**config.mk**
```make
export PLATFORM = sky130hd
export DESIGN_NAME = coh_dir_ctrl
export DESIGN_NICKNAME = d
export VERILOG_FILES = /design/src/rtl/coh_pkg.sv /design/src/rtl/coh_arb.sv /design/src/rtl/coh_ack_tracker.sv /design/src/rtl/coh_dir_store.sv /design/src/rtl/coh_dir_ctrl.sv
export SDC_FILE = /design/constraint.sdc
export NUM_CORES = 1
export LEC_CHECK = 0
export BUFFER_PORTS_ARGS = -buffer_cell sky130_fd_sc_hd__buf_2
export CORE_UTILIZATION = 40
export DETAILED_ROUTE_END_ITERATION = 12
export GPL_TIMING_DRIVEN = 1
export SLEW_MARGIN = 10
export SYNTH_ARGS = -nofsm -noshare
export SYNTH_HDL_FRONTEND = slang
export SYNTH_SLANG_ARGS = --single-unit
```
**constraint.sdc**
```tcl
create_clock -name clk -period 7.4 [get_ports clk]
set_input_delay 0.37 -clock clk [delete_from_list [all_inputs] [get_ports clk]]
set_output_delay 0.37 -clock clk [all_outputs]
set_load 0.02 [all_outputs]
```
**src/rtl/coh_pkg.sv**
```systemverilog
// Shared encodings for the directory controller.
// Assumes two-bit request, command and grant codes on the ports.
package coh_pkg;
    typedef enum logic [1:0] {
        OP_RD  = 2'd0,
        OP_WR  = 2'd1,
        OP_UPG = 2'd2,
        OP_RSV = 2'd3
    } op_e;

    typedef enum logic [1:0] {
        CMD_INV   = 2'd0,
        CMD_FWD   = 2'd1,
        CMD_FLUSH = 2'd2
    } cmd_e;

    typedef enum logic [1:0] {
        G_SHARED = 2'd0,
        G_EXCL   = 2'd1,
        G_PRIV   = 2'd2
    } gnt_e;

    typedef enum logic [1:0] {
        ST_IDLE  = 2'd0,
        ST_SEND  = 2'd1,
        ST_WAIT  = 2'd2,
        ST_GRANT = 2'd3
    } st_e;
endpackage

```
**src/rtl/coh_arb.sv**
```systemverilog
// Fixed-priority picker: lowest-indexed active request wins.
// Assumes N >= 2; purely combinational.
module coh_arb #(
    parameter int N  = 4,
    parameter int CW = $clog2(N)
) (
    input  logic [N-1:0]  req,
    output logic [N-1:0]  grant,
    output logic [CW-1:0] sel
);
    // Scan upward and keep the first active lane.
    always_comb begin
        logic found;
        found = 1'b0;
        grant = '0;
        sel   = '0;
        for (int i = 0; i < N; i++) begin
            if (req[i] && !found) begin
                found    = 1'b1;
                grant[i] = 1'b1;
                sel      = CW'(i);
            end
        end
    end
endmodule

```
**src/rtl/coh_ack_tracker.sv**
```systemverilog
// Tracks which caches still owe an acknowledgement, plus a count of them.
// Assumes load never coincides with an outstanding ack set.
module coh_ack_tracker #(
    parameter int N    = 4,
    parameter int CNTW = $clog2(N + 1)
) (
    input  logic         clk,
    input  logic         rst_n,
    input  logic         load,
    input  logic [N-1:0] load_mask,
    input  logic [N-1:0] ack,
    output logic [N-1:0] pending,
    output logic         done
);
    logic [CNTW-1:0] count_q;
    logic [N-1:0]    hit;

    // Only acknowledgements from awaited caches count.
    assign hit  = ack & pending;
    assign done = (count_q == '0);

    // Load the wait set on accept, then retire lanes as they acknowledge.
    always_ff @(posedge clk) begin
        if (!rst_n) begin
            pending <= '0;
            count_q <= '0;
        end else if (load) begin
            pending <= load_mask;
            count_q <= CNTW'($countones(load_mask));
        end else begin
            pending <= pending & ~hit;
            count_q <= count_q - CNTW'($countones(hit));
        end
    end

    // the counter and the wait set never disagree.
    a_r5_count_matches: assert property (@(posedge clk) disable iff (!rst_n)
        count_q == CNTW'($countones(pending)));
endmodule

```
**src/rtl/coh_dir_store.sv**
```systemverilog
// Directory entries (presence vector, sole-writer flag) and memory words.
// One asynchronous read port, one directory write port, one memory write port.
// Memory word e resets to the bitwise inverse of e.
module coh_dir_store #(
    parameter int N  = 4,
    parameter int E  = 16,
    parameter int DW = 32,
    parameter int IW = $clog2(E)
) (
    input  logic          clk,
    input  logic          rst_n,
    input  logic [IW-1:0] ridx,
    output logic [N-1:0]  rpres,
    output logic          rsw,
    output logic [DW-1:0] rdata,
    input  logic          dwe,
    input  logic [IW-1:0] didx,
    input  logic [N-1:0]  dpres,
    input  logic          dsw,
    input  logic          mwe,
    input  logic [IW-1:0] midx,
    input  logic [DW-1:0] mdata
);
    logic [N-1:0]  pres_q [E];
    logic          sw_q   [E];
    logic [DW-1:0] mem_q  [E];
    logic [E-1:0]  dsel, msel;

    // Per-entry write decode.
    for (genvar e = 0; e < E; e++) begin : g_dec
        assign dsel[e] = dwe && (didx == IW'(e));
        assign msel[e] = mwe && (midx == IW'(e));
    end

    // Reset all entries; apply directory and memory writes.
    always_ff @(posedge clk) begin
        for (int e = 0; e < E; e++) begin
            if (!rst_n) begin
                pres_q[e] <= '0;
                sw_q[e]   <= 1'b0;
                mem_q[e]  <= ~DW'(e);
            end else begin
                if (dsel[e]) begin
                    pres_q[e] <= dpres;
                    sw_q[e]   <= dsw;
                end
                if (msel[e]) mem_q[e] <= mdata;
            end
        end
    end

    assign rpres = pres_q[ridx];
    assign rsw   = sw_q[ridx];
    assign rdata = mem_q[ridx];
endmodule

```
**src/rtl/coh_dir_ctrl.sv**
```systemverilog
// Full-map directory controller, one transaction at a time.
// Accepts read miss, write miss and upgrade requests; sends one command pulse
// to the caches that must act, waits for all their acks, then grants.
// Assumes caches take a command in the cycle it is pulsed.
module coh_dir_ctrl #(
    parameter int N  = 4,
    parameter int E  = 16,
    parameter int DW = 32,
    parameter int CW = $clog2(N),
    parameter int IW = $clog2(E)
) (
    input  logic            clk,
    input  logic            rst_n,
    input  logic [N-1:0]    req_valid,
    input  logic [2*N-1:0]  req_op,
    input  logic [N*IW-1:0] req_idx,
    output logic [N-1:0]    req_ready,
    output logic [N-1:0]    cmd_valid,
    output logic [1:0]      cmd_kind,
    output logic [IW-1:0]   cmd_idx,
    output logic [CW-1:0]   cmd_dest,
    input  logic [N-1:0]    ack_valid,
    input  logic [N*DW-1:0] ack_data,
    output logic [N-1:0]    gnt_valid,
    output logic [1:0]      gnt_kind,
    output logic            gnt_mem,
    output logic [DW-1:0]   gnt_data,
    output logic [N-1:0]    gnt_presence,
    output logic            gnt_sw
);
    import coh_pkg::*;

    st_e           state_q;
    logic [CW-1:0] t_req;
    logic [N-1:0]  t_reqbit, t_cmask, t_pres;
    logic [IW-1:0] t_idx;
    cmd_e          t_ckind;
    gnt_e          t_gkind;
    logic          t_gmem, t_sw;

    logic [N-1:0]  arb_gnt;
    logic [CW-1:0] arb_sel;
    logic [1:0]    sel_op;
    logic [IW-1:0] sel_idx, rd_idx;
    logic [N-1:0]  rd_pres, others, low_other;
    logic          rd_sw;
    logic [DW-1:0] rd_data;
    logic          accept;

    logic [N-1:0]  d_mask, d_pres;
    cmd_e          d_ckind;
    gnt_e          d_gkind;
    logic          d_gmem, d_sw;

    logic [N-1:0]  trk_pending, flush_hit;
    logic          trk_done, mwe;
    logic [DW-1:0] mdata;

    coh_arb #(.N(N), .CW(CW)) u_arb (
        .req   (req_valid),
        .grant (arb_gnt),
        .sel   (arb_sel)
    );

    // Select the winning lane's code and index.
    always_comb begin
        sel_op  = req_op[int'(arb_sel)*2 +: 2];
        sel_idx = req_idx[int'(arb_sel)*IW +: IW];
    end

    assign accept    = (state_q == ST_IDLE) && (|req_valid);
    assign req_ready = (state_q == ST_IDLE) ? arb_gnt : '0;
    assign rd_idx    = (state_q == ST_IDLE) ? sel_idx : t_idx;

    coh_dir_store #(.N(N), .E(E), .DW(DW), .IW(IW)) u_store (
        .clk   (clk),
        .rst_n (rst_n),
        .ridx  (rd_idx),
        .rpres (rd_pres),
        .rsw   (rd_sw),
        .rdata (rd_data),
        .dwe   (state_q == ST_GRANT),
        .didx  (t_idx),
        .dpres (t_pres),
        .dsw   (t_sw),
        .mwe   (mwe),
        .midx  (t_idx),
        .mdata (mdata)
    );

    // Holders other than the requester, and the lowest of them.
    always_comb begin
        logic found;
        others    = rd_pres & ~arb_gnt;
        low_other = '0;
        found     = 1'b0;
        for (int k = 0; k < N; k++) begin
            if (others[k] && !found) begin
                found        = 1'b1;
                low_other[k] = 1'b1;
            end
        end
    end

    // Decide commands, grant kind and the new entry from the request.
    always_comb begin
        case (op_e'(sel_op))
            OP_WR, OP_UPG: begin
                d_mask  = others;
                d_ckind = (rd_sw && others != '0) ? CMD_FLUSH : CMD_INV;
                d_gkind = (op_e'(sel_op) == OP_WR) ? G_EXCL : G_PRIV;
                d_gmem  = (op_e'(sel_op) == OP_WR);
                d_pres  = arb_gnt;
                d_sw    = 1'b1;
            end
            default: begin
                d_mask  = rd_sw ? others : low_other;
                d_ckind = CMD_FWD;
                d_gkind = G_SHARED;
                d_gmem  = (others == '0);
                d_pres  = rd_pres | arb_gnt;
                d_sw    = 1'b0;
            end
        endcase
    end

    coh_ack_tracker #(.N(N)) u_trk (
        .clk       (clk),
        .rst_n     (rst_n),
        .load      (accept && d_mask != '0),
        .load_mask (d_mask),
        .ack       (ack_valid),
        .pending   (trk_pending),
        .done      (trk_done)
    );

    // Capture the flushing owner's data for the memory write.
    always_comb begin
        flush_hit = ack_valid & trk_pending;
        mdata     = '0;
        for (int k = 0; k < N; k++) begin
            if (flush_hit[k]) mdata = mdata | ack_data[k*DW +: DW];
        end
    end
    assign mwe = (state_q == ST_SEND || state_q == ST_WAIT) &&
                 (t_ckind == CMD_FLUSH) && (flush_hit != '0);

    // Transaction sequencing and capture of the decision on accept.
    always_ff @(posedge clk) begin
        if (!rst_n) begin
            state_q  <= ST_IDLE;
            t_req    <= '0;
            t_reqbit <= '0;
            t_idx    <= '0;
            t_cmask  <= '0;
            t_ckind  <= CMD_INV;
            t_gkind  <= G_SHARED;
            t_gmem   <= 1'b0;
            t_pres   <= '0;
            t_sw     <= 1'b0;
        end else begin
            case (state_q)
                ST_IDLE: if (accept) begin
                    t_req    <= arb_sel;
                    t_reqbit <= arb_gnt;
                    t_idx    <= sel_idx;
                    t_cmask  <= d_mask;
                    t_ckind  <= d_ckind;
                    t_gkind  <= d_gkind;
                    t_gmem   <= d_gmem;
                    t_pres   <= d_pres;
                    t_sw     <= d_sw;
                    state_q  <= (d_mask != '0) ? ST_SEND : ST_GRANT;
                end
                ST_SEND:  state_q <= ST_WAIT;
                ST_WAIT:  if (trk_done) state_q <= ST_GRANT;
                default:  state_q <= ST_IDLE;
            endcase
        end
    end

    assign cmd_valid    = (state_q == ST_SEND) ? t_cmask : '0;
    assign cmd_kind     = t_ckind;
    assign cmd_idx      = t_idx;
    assign cmd_dest     = t_req;
    assign gnt_valid    = (state_q == ST_GRANT) ? t_reqbit : '0;
    assign gnt_kind     = t_gkind;
    assign gnt_mem      = t_gmem;
    assign gnt_data     = (state_q == ST_GRANT && t_gmem) ? rd_data : '0;
    assign gnt_presence = (state_q == ST_GRANT) ? t_pres : '0;
    assign gnt_sw       = (state_q == ST_GRANT) && t_sw;

    // at most one cache is accepted per cycle.
    a_r1_ready_onehot: assert property (@(posedge clk) disable iff (!rst_n)
        $onehot0(req_ready));
    // an accepted request always produces a command or a grant next.
    a_r1_accept_acts: assert property (@(posedge clk) disable iff (!rst_n)
        (state_q == ST_IDLE && req_valid != '0) |=> (cmd_valid != '0 || gnt_valid != '0));
    // no grant while any awaited acknowledgement is missing.
    a_r5_grant_after_acks: assert property (@(posedge clk) disable iff (!rst_n)
        (gnt_valid != '0) |-> (trk_pending == '0));
    // a write or upgrade grant leaves the requester as sole holder.
    a_r7_write_sole: assert property (@(posedge clk) disable iff (!rst_n)
        (gnt_valid != '0 && gnt_kind != 2'(G_SHARED)) |-> (gnt_sw && gnt_presence == gnt_valid));
    // a shared grant keeps sole-writer clear and includes the requester.
    a_r3_read_shared: assert property (@(posedge clk) disable iff (!rst_n)
        (gnt_valid != '0 && gnt_kind == 2'(G_SHARED)) |-> (!gnt_sw && (gnt_presence & gnt_valid) != '0));
    // commands are single-cycle pulses.
    a_r9_cmd_pulse: assert property (@(posedge clk) disable iff (!rst_n)
        (cmd_valid != '0) |=> (cmd_valid == '0));
    // grants are single-cycle pulses on one lane.
    a_r9_gnt_pulse: assert property (@(posedge clk) disable iff (!rst_n)
        (gnt_valid != '0) |=> (gnt_valid == '0 && $onehot0($past(gnt_valid))));
endmodule

```
; Yosys cells after proc, flatten, opt, wreduce, memory -nomap -nowiden
; Memory sizes are Yosys's and may differ from the RTL's.
; Index checks and enable logic that the tools add are counted.
[op_classes]
addsub = 7
mul = 0
n_div = 0
order_cmp = 0
eq_ne = 23
n_shift = 2
n_mux = 185
n_bitwise = 57
reduce_logical = 63
[op_table]
columns = operator, n
row1 = $mux W32, 21
row2 = $mux W1, 128
row3 = $mux W4, 25
row4 = $or A32 B32 Y32, 3
row5 = $or A1 B1 Y1, 48
row6 = $logic_and A1 B1 Y1, 45
row7 = $eq A4 B4 Y1 const B, 8
row8 = $mux W2, 9
row9 = $eq A4 B3 Y1 const B, 4
row10 = $shiftx A16 B5 Y4, 1
row11 = $and A4 B4 Y4, 3
row12 = $reduce_bool A4 Y1, 3
row13 = $add A1 B1 Y2, 4
row14 = $eq A2 B2 Y1 const B, 4
row15 = $eq A4 B2 Y1 const B, 2
row16 = $logic_not A4 Y1, 2
row17 = $not A4 Y4, 2
row18 = $shiftx A8 B4 Y2, 1
row19 = $add A3 B3 Y3, 2
row20 = $logic_not A1 Y1, 6
row21 = $pmux W2 S3, 1
row22 = $eq A2 B1 Y1 const B, 2
row23 = $eq A4 B1 Y1 const B, 1
row24 = $ne A2 B2 Y1 const B, 2
row25 = 9 further kinds, 10
[word_totals]
regBits = 33
latchBits = 0
ramBits = 592
romBits = 0
input_bits = 162
output_inout_bits = 60
memories = 3
[memory_table]
columns = memory, depth, width, read_ports, rd_ports_with_merged_regs, wr, line
row1 = u_store.mem_q, 16, 32, 1, 0, 16, coh_dir_store.sv:26  ; logic [DW-1:0] mem_q [E];
row2 = u_store.pres_q, 16, 4, 1, 0, 16, coh_dir_store.sv:24  ; logic [N-1:0] pres_q [E];
row3 = u_store.sw_q, 16, 1, 1, 0, 16, coh_dir_store.sv:25  ; logic sw_q [E];

; Logic depth before layout (Yosys ltp)
; An unclocked memory read counts as a cell.
[logic_depth]
word_depth = 30
ltp_mapped = 19
depth_no_buf = 17

; By module
; From an unflattened synthesis, not the netlist that was laid out.
[unflattened]
cells_unflattened = 2113
area_unflattened_um2 = 29759.8
[by_module_without_submodules]
columns = mod, n_inst, cells_each, area_each_um2
row1 = coh_dir_store, 1, 1724, 26736.9
row2 = coh_dir_ctrl, 1, 328, 2462.4
row3 = coh_ack_tracker, 1, 52, 496.7
row4 = coh_arb, 1, 9, 63.8

; Worst setup path after synthesis
; OpenSTA, ideal clock, no wires.
[synth_path]
path_kind = flip-flop to flip-flop
start = register state_q[0]
end = register u_trk.count_q[1]
setup_ns = 0.086
arrival_ns = 3.960
required_ns = 7.314
setup_slack_ns = 3.354
stages_incl_launch_ff = 19
path_cell_list = dfxtp_1 inv_1 ha_1 inv_1 a221oi_1 a21o_1 buf_6 buf_2 mux2i_1 mux2i_1 mux2_2 a22oi_1 o21bai_1 or2_1 ha_1 ha_1 fa_1 nor2_1 a211oi_1
[synth_via]
elab_chain_len = 19
elab_cells_between_ends = 26
classes_between = add/sub (3) / mux (10) / bitwise (1) / reduce/logical (10) / memory (2)
[synth_rtl]
columns = item, line
row1 = "start, declared", coh_dir_ctrl.sv:33  ; st_e state_q;
row2 = "start signal, assigned", coh_dir_ctrl.sv:173  ; state_q <= (d_mask != '0) ? ST_SEND : ST_GRANT;
row3 = $logic_not A2 Y1 *, "coh_dir_ctrl.sv:71, coh_dir_ctrl.sv:73"
row4 = $mux W4, coh_dir_ctrl.sv:73  ; assign rd_idx = (state_q == ST_IDLE) ? sel_idx : t_idx;
row5 = $mem_v2 Z16 W4, -
row6 = $and A4 B4 Y4, coh_dir_ctrl.sv:94  ; others = rd_pres & ~arb_gnt;
row7 = $mux W1, coh_dir_ctrl.sv:98  ; if (others[k] && !found) begin
row8 = $logic_not A1 Y1, coh_dir_ctrl.sv:98
row9 = $logic_and A1 B1 Y1, coh_dir_ctrl.sv:98
row10 = $mux W1, coh_dir_ctrl.sv:98
row11 = [... 3 more ...], -
row12 = $logic_not A1 Y1, coh_dir_ctrl.sv:98
row13 = $logic_and A1 B1 Y1, coh_dir_ctrl.sv:98
row14 = $mux W1, coh_dir_ctrl.sv:98
row15 = $mux W4, coh_dir_ctrl.sv:117  ; d_mask = rd_sw ? others : low_other;
row16 = $mux W4, coh_dir_ctrl.sv:107  ; case (op_e'(sel_op))
row17 = $add A1 B1 Y2 (implied by the code) or $reduce_bool A4 Y1 (tied branches), "coh_ack_tracker.sv:29, coh_dir_ctrl.sv:130"
row18 = $add A3 B3 Y3 (implied by the code) or $logic_and A1 B1 Y1 (tied branches), "coh_ack_tracker.sv:29, coh_dir_ctrl.sv:130"
row19 = $mux W3 *, coh_ack_tracker.sv:27  ; end else if (load) begin
row20 = "end signal, assigned", coh_ack_tracker.sv:29  ; count_q <= CNTW'($countones(load_mask));
row21 = "end signal, assigned", coh_ack_tracker.sv:32  ; count_q <= count_q - CNTW'($countones(hit));
row22 = "end, declared", coh_ack_tracker.sv:15  ; logic [CNTW-1:0] count_q;
; Mark *: on every way between the ends. The rest lies on a longest branch, timed or not.
; A chain may end at the register's enable or synchronous reset.

; Final worst setup path
[layout_path]
start = register state_q[1]
end = output port gnt_data[20]
[layout_via]
elab_chain_len = 4
elab_cells_between_ends = 6
classes_between = eq/ne (1) / mux (2) / reduce/logical (2) / memory (1)
[layout_rtl]
columns = item, line
row1 = $logic_not A2 Y1, coh_dir_ctrl.sv:73
row2 = $mux W4, coh_dir_ctrl.sv:73
row3 = $mem_v2 Z16 W32, -
row4 = $mux W32 *, coh_dir_ctrl.sv:189  ; assign gnt_data = (state_q == ST_GRANT && t_gmem) ? rd_data : '0;
row5 = "end, declared", coh_dir_ctrl.sv:27  ; output logic [DW-1:0] gnt_data,
; Marked as above.

==> impl_summary.log <==
[metrics] outcome: finished with violations
[metrics] failing checks: DRC
[metrics] reg-to-reg critical path startpoint: state_q[1]
[metrics] effective utilization at floorplan: 40.39%
[metrics] number of pins with negative max-slew slack in the final report: 0
[metrics] kind of capture point of the worst setup path: output port
[metrics] Final min period: between 6 and 7 ns
[metrics] leading cell types in the layout, fill and taps excluded: nand2_1 (648), edfxtp_1 (591), a211oi_1 (262)
[metrics] Hold Crit Depth: 3
[metrics] multi-input logic area: about 0.010 sq mm
[metrics] number of primary I/O pins: 222
[metrics] maximum clock insertion buffer count: 3
[metrics] cell internal pwr: between 7 and 8 mW
[metrics] Max-Slew Margin vs Limit: between 10% and 20%
[metrics] final hold violation count: 0
[metrics] post-synthesis net count: 2768
[metrics] number of cells on the worst reg-to-reg path: 15
[metrics] Filler cells: ~6600
[metrics] Cell Count, Final, Fillers Out: about 3700
[metrics] number of antenna violations at the first check in global routing: 0
[metrics] total of cells resized after clock tree synthesis: 0
[metrics] Min-Delay Path Class: input pin to register
[metrics] remaining routing DRC violations: 2
[metrics] total setup violations reported at the end of the flow: 0
[metrics] Hold WS: roughly 0.075 ns
[metrics] worst reg-to-reg setup slack: 1.76 ns
[metrics] setup fix buffers added after clock tree synthesis: 0
[metrics] list of cells traversed by the critical path: inv_1, ha_1, inv_1, a221oi_1, a21o_4, buf_4, buf_4, a211oi_1, a211oi_1, a211oi_1, nor3_1, buf_2
[metrics] DP HPWL: roughly 52000 um
[metrics] number of distinct library cells after synthesis: 63
[metrics] overall track demand over capacity in global routing: a little under a quarter
[metrics] part of the power in the clock network: 28.3%
[metrics] EDFF count, synth: 591
[metrics] sequential share of power: around a third
[metrics] number of buffers inserted by hold repair at cts: 0
[metrics] post-detailed-routing wire length: just under 90000 um
[metrics] fraction of final layout cells with drive strength greater than 1: roughly 18%
[metrics] biggest cell delay along the critical path: between 0.8 and 0.9 ns
[metrics] post-route antenna net violation count: 0
[metrics] clock tree root driver cell: clkbuf_16
[metrics] power dissipated by switching net loads: ~4.6 mW
[metrics] leading cell type in the layout, fill and taps excluded: nand2_1
[metrics] final cell utilization of the core: roughly 47%
[metrics] worst-case hold path end point: u_trk.pending[2]
[metrics] LEAKAGE: around 10 nW
[metrics] library cell appearing most often on the critical path: a211oi_1
[metrics] max cap viols: 0
[metrics] std cell rows: around 100
[metrics] area growth from synthesis to final layout: 15.78%
[metrics] type of origin of the critical path: register
[metrics] die span in x: 273.2 um
[metrics] clock slew at reported path FFs: ~0.06 ns
[metrics] average routed wire per standard cell: between 20 and 25 um
[metrics] Yosys reg bits: around 630
[metrics] detailed-router iteration count before antenna repair: 9
[metrics] insertion delay of the later-clocked pin in the worst-skew pair: 0.62 ns
[metrics] overall die area: 0.07464 sq mm
[metrics] max frequency: around 0.16 GHz
[metrics] flip-flop and latch area: 0.01843 sq mm
[metrics] # port buffers: roughly 220
[metrics] ys flop type: edfxtp_1
[metrics] sum of negative setup slack: 0 ns
[metrics] total via count in the routed design: around 22000
[metrics] endpoint of the worst register-to-register path: u_trk.count_q[1]
[metrics] H-tree level count: 3
[metrics] Yosys Warn Count: 0
[metrics] # diodes: 0
[metrics] share of the yosys chip area belonging to registers: approximately 63%
[metrics] Gate power share: between 30 and 40%
[metrics] drt initial violations: around 2100
[metrics] Pwr Density: about 350 mW/mm^2
[metrics] maximum number of pins on one net before global-route repair: 169
[metrics] vias in the first global route: 21420
[metrics] critical path type: register to output port
[metrics] Total Power: ~12 mW
[metrics] Chip Height: between 200 and 300 um
[metrics] Sw Ratio: 38.25%
[metrics] global-route wire length before repair: about 130000 um
[metrics] net count of the finished layout: 2902
[metrics] fraction of registers with async set/reset: 0%
[metrics] Worst Clk Skew: between 0.02 and 0.025 ns
[metrics] highest-delay cell along the critical path: buf_4
[metrics] synthesized area: around 0.03 sq mm
[metrics] Placed Instances: ~3600
[metrics] RSZ-0062 raised after global routing: no
[metrics] post-detailed-route via-to-cell ratio: slightly below 6
[metrics] final worst-path cycle share: slightly below 90%
[metrics] clock tree from TritonCTS: yes
[metrics] maximum vdd drop: 0.3433 mV
[metrics] Worst-Margin Slew: 1.216 ns
[metrics] sum of overflow across all layers after global routing: 0
[metrics] final weighted congestion in routability-driven placement: a little under 0.9
[metrics] data required time of the critical path: between 7 and 8 ns
[metrics] Worst EP arrival: about 6.1 ns
[metrics] standard cell core area: 0.07283 sq mm
[metrics] clock buffers created by TritonCTS: roughly 70
[metrics] CTS sink count: 625
[metrics] post-synthesis cell count: about 2600
[metrics] start point of the worst hold path: ack_valid[2]
[metrics] synthesized area per cell: 11.38 sq um
[metrics] maximum fanout encountered on the critical timing path: 80
-- metrics by stage --
step	instance area [sq um]	worst slack, ns
3_3_place_gp	31830	1.956
3_5_place_dp	31840	1.772
6_report	34060	0.9717
5_1_grt	34060	0.6955
4_1_cts	34050	1.071
2_1_floorplan	29420	3.354
-- cells in the mapped netlist (3+ instances only) --
cell | count | share of area (%)
nand3b_1 | 5 | 0.13
a21oi_1 | 30 | 0.51
a31oi_1 | 70 | 1.5
buf_6 | 4 | 0.15
a22o_1 | 36 | 1.1
nand4b_1 | 3 | 0.089
o21ai_0 | 47 | 0.80
or3_1 | 6 | 0.13
and2_1 | 216 | 4.6
buf_1 | 14 | 0.18
nand2_1 | 649 | 8.3
a221oi_1 | 33 | 0.98
nor2_1 | 88 | 1.1
a211oi_1 | 262 | 6.7
nor3_1 | 53 | 0.90
mux4_1 | 4 | 0.36
and2_0 | 8 | 0.17
mux4_2 | 5 | 0.38
nand3_1 | 12 | 0.20
clkbuf_1 | 194 | 2.5
o21ai_1 | 6 | 0.10
inv_1 | 23 | 0.29
ha_1 | 17 | 0.72
a22oi_1 | 4 | 0.10
mux2i_1 | 91 | 3.1
fa_1 | 3 | 0.20
edfxtp_1 | 591 | 60
mux2_2 | 5 | 0.19
dfxtp_1 | 34 | 2.3
nor2b_1 | 9 | 0.19
buf_2 | 22 | 0.37
-- state kept, by name, indices dropped and copies added (netlist names) --
signal          cells
u_store.mem_q     512
cmd_kind            2
t_sw                1
t_pres              4
cmd_dest            2
t_cmask             4
u_store.pres_q     64
u_trk.pending       4
t_reqbit            4
gnt_mem             1
state_q             2
u_trk.count_q       3
gnt_kind            2
cmd_idx             4
u_store.sw_q       16
-- worst max-delay path by stage --
stage	startpoint	endpoint	depth (start not counted)
floorplan	state_q[0]	u_trk.count_q[1]	18
global placement	state_q[1]	gnt_data[20]	12
detailed placement	state_q[1]	gnt_data[20]	12
CTS	state_q[1]	gnt_data[20]	12
global route	state_q[1]	gnt_data[20]	12
finish	state_q[1]	gnt_data[20]	12
-- cell type report --
class	instances	share of cell area, %
clock buffer	92	5.539
inverter	24	0.2645
tap	959	3.523
multi-input combinational	1702	30.69
sequential	625	54.10
timing repair buffer	296	4.959
clock inverter	34	0.9257
-- metal layers --
metal / vias up / routed length, um / global-route usage, %
li1: 9708 / - / -
met1: 10830 / 36150 / 30.68
met2: 843 / 44660 / 40.75
met3: 151 / 5922 / 3.728
met4: 0 / 2123 / 6.836
met5: - / 0 / 0
-- power by group through the flow --
stage	Combinational [mW]	Clock [mW]	Sequential (mW)
floorplan	3.17	0	4.09
global placement	4.36	0	4.14
detailed placement	4.43	0	4.14
CTS	4.45	3.41	4.07
global route	4.84	3.54	4.08
finish	4.47	3.37	4.07
-- critical path, delay by kind of cell (launching register included) --
family | cells | cell delay, ns
fa+ha+maj | 1 | 0.58
flops | 1 | 0.34
compound gates | 5 | 1.77
buf+inv | 5 | 2.20
simple gates | 1 | 0.38
-- kinds of logic after synthesis --
group	after synthesis	synth area share, %
buffers and inverters	259	3.513
multiplexers	105	4.028
AO/OA/AOI/OAI	516	12.72
adder cells (fa/ha/maj)	20	0.9271
XOR/XNOR	2	0.05955
flip-flops	625	62.64
AND/OR/NAND/NOR	1059	16.12
No activity file was read; power rests on OpenSTA's default activity.
